**src/rtl/brm_pkg.sv**
```systemverilog
package brm_pkg;

  typedef enum logic [1:0] {
    MODE_FLAT    = 2'b00,
    MODE_HALF    = 2'b01,
    MODE_QUARTER = 2'b10,
    MODE_BAD     = 2'b11
  } brm_mode_e;

  localparam logic [2:0] PUP_OPC_HI = 3'b000;

  // number of address bits taken over by the bank number
  function automatic int bank_bits(input logic [1:0] mode, input int sel_w);
    int nb;
    if (mode == MODE_FLAT) begin
      nb = 0;
    end else if (sel_w < 2) begin
      nb = 1;
    end else if (mode == MODE_HALF) begin
      nb = 1;
    end else begin
      nb = 2;
    end
    if (nb > sel_w) nb = sel_w;
    return nb;
  endfunction

  function automatic logic mode_illegal(input logic [1:0] mode, input int sel_w);
    if (sel_w < 2) return mode[0];
    return (mode == MODE_BAD);
  endfunction

endpackage

```
**src/rtl/brm_mode_latch.sv**
```systemverilog
module brm_mode_latch (
  input  logic       clk_i,
  input  logic       rst_ni,
  input  logic       cmd_valid_i,
  input  logic [7:0] cmd_byte_i,
  output logic [1:0] mode_o
);
  import brm_pkg::*;

  logic is_pup;
  assign is_pup = cmd_valid_i && (cmd_byte_i[7:5] == PUP_OPC_HI);

  always_ff @(posedge clk_i or negedge rst_ni) begin
    if (!rst_ni)     mode_o <= MODE_FLAT;
    else if (is_pup) mode_o <= cmd_byte_i[1:0];
  end

  AST_MODE_HOLD: assert property (@(posedge clk_i) disable iff (!rst_ni)
    !(cmd_valid_i && cmd_byte_i[7:5] == 3'b000) |=> $stable(mode_o));

  AST_MODE_LOAD: assert property (@(posedge clk_i) disable iff (!rst_ni)
    (cmd_valid_i && cmd_byte_i[7:5] == 3'b000) |=> mode_o == $past(cmd_byte_i[1:0]));

endmodule

```
**src/rtl/brm_bank_capture.sv**
```systemverilog
module brm_bank_capture #(
  parameter int SEL_W = 2
) (
  input  logic             clk_i,
  input  logic             rst_ni,
  input  logic             play_start_i,
  input  logic [SEL_W-1:0] sel_i,
  output logic [SEL_W-1:0] bank_o
);

  always_ff @(posedge clk_i or negedge rst_ni) begin
    if (!rst_ni)           bank_o <= '0;
    else if (play_start_i) bank_o <= sel_i;
  end

  AST_BANK_HOLD: assert property (@(posedge clk_i) disable iff (!rst_ni)
    !play_start_i |=> $stable(bank_o));

endmodule

```
**src/rtl/brm_addr_compose.sv**
```systemverilog
module brm_addr_compose #(
  parameter int AW    = 20,
  parameter int SEL_W = 2
) (
  input  logic [1:0]       mode_i,
  input  logic [SEL_W-1:0] bank_i,
  input  logic [AW-1:0]    rel_i,
  output logic [AW-1:0]    phys_o,
  output logic             err_o
);
  import brm_pkg::*;

  int nb;

  always_comb begin
    nb     = bank_bits(mode_i, SEL_W);
    phys_o = rel_i;
    for (int k = 0; k < SEL_W; k++) begin
      if (k < nb) phys_o[AW - nb + k] = bank_i[k];
    end
    err_o = mode_illegal(mode_i, SEL_W);
  end

endmodule

```
**src/rtl/banked_rom_map.sv**
```systemverilog
module banked_rom_map #(
  parameter int AW    = 20,
  parameter int SEL_W = 2
) (
  input  logic             clk_i,
  input  logic             rst_ni,
  input  logic             cmd_valid_i,
  input  logic [7:0]       cmd_byte_i,
  input  logic             play_start_i,
  input  logic [SEL_W-1:0] sel_i,
  input  logic [AW-1:0]    rel_addr_i,
  output logic [AW-1:0]    phys_addr_o,
  output logic             mode_err_o
);

  localparam int LOW_W = AW - SEL_W;

  logic [1:0]       mode_q;
  logic [SEL_W-1:0] bank_q;

  brm_mode_latch u_mode (
    .clk_i       (clk_i),
    .rst_ni      (rst_ni),
    .cmd_valid_i (cmd_valid_i),
    .cmd_byte_i  (cmd_byte_i),
    .mode_o      (mode_q)
  );

  brm_bank_capture #(.SEL_W(SEL_W)) u_bank (
    .clk_i        (clk_i),
    .rst_ni       (rst_ni),
    .play_start_i (play_start_i),
    .sel_i        (sel_i),
    .bank_o       (bank_q)
  );

  brm_addr_compose #(.AW(AW), .SEL_W(SEL_W)) u_comp (
    .mode_i (mode_q),
    .bank_i (bank_q),
    .rel_i  (rel_addr_i),
    .phys_o (phys_addr_o),
    .err_o  (mode_err_o)
  );

  AST_LOW_PASS: assert property (@(posedge clk_i) disable iff (!rst_ni)
    phys_addr_o[LOW_W-1:0] == rel_addr_i[LOW_W-1:0]);

  AST_FLAT_PASS: assert property (@(posedge clk_i) disable iff (!rst_ni)
    (mode_q == 2'b00) |-> (phys_addr_o == rel_addr_i && !mode_err_o));

  AST_ERR_WIDEST: assert property (@(posedge clk_i) disable iff (!rst_ni)
    mode_err_o |-> (phys_addr_o[AW-1 -: SEL_W] == bank_q));

endmodule

```
**config.mk**
```make
export PLATFORM = sky130hd
export DESIGN_NAME = banked_rom_map
export DESIGN_NICKNAME = d
export VERILOG_FILES = /design/src/rtl/brm_pkg.sv /design/src/rtl/brm_mode_latch.sv /design/src/rtl/brm_bank_capture.sv /design/src/rtl/brm_addr_compose.sv /design/src/rtl/banked_rom_map.sv
export SDC_FILE = /design/constraint.sdc
export NUM_CORES = 1
export LEC_CHECK = 0
export BUFFER_PORTS_ARGS = -buffer_cell sky130_fd_sc_hd__buf_2
export CAP_MARGIN = 10
export CORE_MARGIN = 2
export CORE_UTILIZATION = 24
export CTS_CLUSTER_SIZE = 14
export DETAILED_ROUTE_END_ITERATION = 7
export PLACE_DENSITY = 0.74
export SLEW_MARGIN = 25
export SYNTH_ARGS = -nofsm -noshare
export SYNTH_HDL_FRONTEND = slang
export SYNTH_SLANG_ARGS = --single-unit
```
**constraint.sdc**
```tcl
create_clock -name clk_i -period 0.8 [get_ports clk_i]
set_input_delay 0.16 -clock clk_i [delete_from_list [all_inputs] [get_ports clk_i]]
set_output_delay 0.16 -clock clk_i [all_outputs]
set_load 0.01 [all_outputs]
```
**Word-level counts from Yosys, hierarchy flattened**

Cells that the tools add are included.
Widths: inputs -> output; s select.

- Reductions and logical operators: 5
- Add/sub/neg operators: 2
- Equal/unequal tests: 2
- Multiplexer cells: 11
- Order comparisons: 7

Operator list:

| kind | number |
|---|---|
| $ge 32x1->1 const B | 2 |
| $lt 32x7->1 const B | 2 |
| $mux 32 | 2 |
| $bwmux 20 | 2 |
| $mux 20 | 2 |
| $add 32x2->32 const B | 1 |
| $gt 32x3->1 const B | 1 |
| $lt 1x32->1 const A | 1 |
| $lt 2x32->1 const A | 1 |
| $sub 6x32->32 const A | 1 |
| $demux 1 s5 | 2 |
| $logic_and 1x1->1 | 3 |
| $logic_not 3->1 | 1 |
| $eq 2x1->1 const B | 1 |
| $eq 2x2->1 const B | 1 |
| $logic_not 2->1 | 1 |
| $mux 1 | 2 |
| $mux 2 | 1 |

- Input port bits: 34
- Output and inout bits: 21
- Logic and storage cells: 29
- Bits in registers: 4

**Depth between registers and ports, before layout**

- Word-level depth: 14
- Mapped depth: 2
- Gate-level depth less buffers: 2

**Cells and area by module**

Synthesis repeated with hierarchy kept, for this count alone.

- Cell total of the unflattened synthesis: 32
- Area, all modules: 337.8 sq um

By module, submodules not included:

| module | cells each | seq. area each (sq um) | area each (sq um) | instances |
|---|---|---|---|---|
| brm_addr_compose | 23 | 0.0 | 168.9 | 1 |
| brm_mode_latch | 5 | 50.0 | 96.3 | 1 |
| brm_bank_capture | 4 | 50.0 | 72.6 | 1 |

**Worst setup path before layout**

No wires, ideal clock.

- Path type: register -> output
- Start point: reg u_mode.mode_o[0]
- End point: out phys_addr_o[19]
- Slack: -122 ps
- Arrival: 762 ps
- Path buffers: 0
- Data required time: 640 ps
- Cell stages (with the launch flop): 3
- Cells stage by stage: dfrtp_1 -> mux2i_1 -> o21ai_0

- Longest elaborated chain between the ends: 14
- Elaborated cells between the ends (all ways): 24
- Classes of those cells: 2 x add/sub; 7 x order compare; 1 x eq/ne; 11 x mux; 3 x reduce/logical

RTL lines:

| element | RTL line | text |
|---|---|---|
| from (decl) | brm_mode_latch.sv:6 | `output logic [1:0] mode_o` |
| from (signal assigned) | brm_mode_latch.sv:15 | `else if (is_pup) mode_o <= cmd_byte_i[1:0];` |
| $eq 2x1->1 | brm_pkg.sv:19 | `end else if (mode == MODE_HALF) begin` |
| $mux 2 | brm_pkg.sv:19 |  |
| $mux 32 * | brm_pkg.sv:15 | `if (mode == MODE_FLAT) begin` |
| $gt 32x3->1 | brm_pkg.sv:24 | `if (nb > sel_w) nb = sel_w;` |
| $mux 32 * | brm_pkg.sv:24 |  |
| branches (longest 8 deep; another with $sub 6x32->32) | n/a |  |
| $mux 20 * | brm_addr_compose.sv:19 | `if (k < nb) phys_o[AW - nb + k] = bank_i[k];` |
| to (decl) | banked_rom_map.sv:12 | `output logic [AW-1:0] phys_addr_o,` |

Every way passes the cells marked *.

**Worst setup path after layout**

- Start point: reg u_mode.mode_o[1]
- End point: out phys_addr_o[18]

The elaborated chain is that of the path after synthesis.

==> out/summary.txt <==
violated checks: setup timing
synthesized instance count: 32
Core Rows: 13
number of global-route vias before repair: 228
Async SR Flop Fraction: 100.0%
filler instances: 139
top cell type's share of synthesized area: 36.09%
Area contributors post-synth: buf_4, dfrtp_1, mux2_2, nor4b_4, mux2i_1
port bufs: 15
ANT nets after route: 0
total I/O pin count: 55
Tot Pwr: 0.7826 mW
later-pin clock latency in the skew report: 230 ps
Register-to-Register Path Depth: 3
Layout Nets: 73
reg2reg setup slack: -220 ps
critical path endpoint category: primary output
main combinational cell family by area after synthesis: buffers and inverters
R2R Path Start: u_mode.mode_o[1]$_DFFE_PN0P_
Post-Synth Adder-Cell Area: 0%
first-pass GRT wire length: 848 µm
die height: 41.24 µm
maximum VDD drop: 809.0 µV
min cycle time layout: 1222 ps
initial core utilization: 25.58%
TritonCTS buffer count: 3
grt total ovfl: 0
Total Routing Usage GR: 7.692%
fmax: 818.6 MHz
multiplexer area fraction after synthesis: 19.92%
CP max FO: 3
Die Area: 1701 µm²
worst-margin pin slew: 254.3 ps
Synth Area in Compound Gates: 1.504%
RSZ-0062 raised after global routing: true
Multi-input gate area: 116.4 µm²
DR vias: 220
WL final: 571 µm
Hold WS: 156.5 ps
Final Hold Viols: 0
# clock sinks: 4
HP Class: primary input to flip-flop
Synth Area in XOR/XNOR: 0%
Leakage Power: 0.1943 nW
ANT cells: 0
status: finished with violations
layout cell share with drive strength beyond 1: 78.38%
residual DRC count: 0
depth of the worst hold-timing path: 2
Reg area: 100.1 µm²
H-tree depth: 1
Worst Hold End: u_mode.mode_o[0]$_DFFE_PN0P_
post-synthesis sequential area ratio: 30.08%
Synth area leader: buf_4
CTS root buffer: clkbuf_4
Fin Clk Skew: 0 ps
synthesized area per cell: 10.40 µm²
Final setup viols: 5
Worst Path Arrival: 1060 ps
utilization after layout: 29.13%
final setup margin: -421.6 ps
clock slew at reported path FFs: 40 ps
CTS tree: built
Synth Flop Type: dfrtp_1
Critical Path RT: 640 ps
synth cell count leaders: buf_4, mux2_2, dfrtp_1, clkbuf_1
Simple-Gate Fraction of Synth Area: 10.15%
Bufs on Longest Clock Path: 2
initial antenna violation count: 0
Netlist cell types: 9
Mapped Nets: 66
max_cap viols: 0
Layout area overhead: 13.91%
core area: 1301 µm²
final worst-path cycle share: 152.7%
Die X: 41.24 µm
Max-Slew Margin vs Limit: 82.98%
GPL Wtd Cong: 0.5979
Power Density: 2064 nW/µm²
min-delay src: cmd_byte_i[0]
Synthesis Warnings: 0
most frequent cell after synthesis: buf_4
Mapped Area: 332.8 µm²
crit start category: flip-flop
Post-synth EDFFs: 0
DRT Pass-1 Iters: 2
average wire per standard cell: 10.98 µm
pin count of the biggest net entering global routing: 5
vias per cell: 4.231
initial drt markers: 3
Seq cells post-synth: 4
WS Path Type: flip-flop to primary output
final slew viol count: 0
worst reg2reg endpoint: u_mode.mode_o[1]$_DFFE_PN0P_
[logic make-up (layout without fill, tap and decap cells)]
kind of cell / Yosys count / in the layout
buffers and inverters: 18 / 23
multiplexers: 6 / 6
flip-flops: 4 / 4
AND/OR/NAND/NOR: 3 / 3
AO/OA/AOI/OAI: 1 / 1
[repair_timing]
action,in CTS,in global routing
hold buffers,1,0
setup endpoints to repair,5,5
resized for setup,2,1
cloned,0,0
hold endpoints to repair,4,0
pin swaps,2,0
setup buffers,2,2
[final cells by class]
| type | count | area share [%] |
|---|---|---|
| Timing Repair Buffer | 20 | 32.01 |
| Sequential cell | 4 | 26.40 |
| Tap cell | 15 | 4.950 |
| Clock buffer | 3 | 5.941 |
| Multi-Input combinational cell | 10 | 30.69 |
[sequential cells by signal (all words and copies together) (netlist names)]
| register | flops |
|---|---|
| u_bank.bank_o | 2 |
| u_mode.mode_o | 2 |
[power by group]
| part | switching (mW) | leakage [nW] | internal [mW] | total, mW |
|---|---|---|---|---|
| registers | 0.0277 | 0.0474 | 0.236 | 0.264 |
| clock network | 0.0803 | 0.0138 | 0.168 | 0.248 |
| logic | 0.0913 | 0.133 | 0.179 | 0.271 |
| total | 0.199 | 0.194 | 0.583 | 0.783 |
[worst max path at each step]
stage | startpoint | end | cells after the start
6_report | u_mode.mode_o[1]$_DFFE_PN0P_ | phys_addr_o[18] | 2
4_1_cts | u_mode.mode_o[1]$_DFFE_PN0P_ | phys_addr_o[18] | 2
3_3_place_gp | cmd_byte_i[6] | u_mode.mode_o[0]$_DFFE_PN0P_ | 3
3_5_place_dp | cmd_byte_i[6] | u_mode.mode_o[1]$_DFFE_PN0P_ | 3
2_1_floorplan | cmd_byte_i[6] | u_mode.mode_o[0]$_DFFE_PN0P_ | 2
5_1_grt | u_mode.mode_o[0]$_DFFE_PN0P_ | phys_addr_o[19] | 3
[cell usage in the layout (no fill, tap or decap)]
cell type      synthesis  routed
mux2_2                 5       3
buf_2                  0      14
nor4b_4                1       1
buf_4                 16       4
and2_1                 1       1
buf_6                  0       1
mux2_4                 0       2
mux2i_1                1       1
o21ai_2                0       1
dlygate4sd3_1          0       1
dfrtp_1                4       4
clkbuf_4               0       3
nand2_1                1       1
[metrics by stage]
| stage | cells | instance area [µm²] | setup slack [ps] | setup TNS (ps) |
|---|---|---|---|---|
| after floorplan | 32 | 336.6 | -110.5 | -337.4 |
| after global placement | 44 | 302.8 | -247.3 | -872.8 |
| after detailed placement | 44 | 302.8 | -265.5 | -923.5 |
| after CTS | 50 | 360.3 | -433.3 | -1344 |
| after global routing | 52 | 379.1 | -477.0 | -1759 |
| final | 52 | 379.1 | -421.6 | -1541 |
[worst max-delay path, cell delays in order, from the launching register on]
cell	delay [ps]
dfrtp_1	400
mux2_4	310
buf_6	120
[layer usage]
metal / routed length (µm) / track usage, % / share of wire (%)
met5: 0 / 0 / 0
met4: 14 / 10.48 / 2.5
met3: 91 / 1.087 / 16
met2: 279 / 10.94 / 49
met1: 185 / 8.414 / 32
Power figures use the tool's default switching activity.
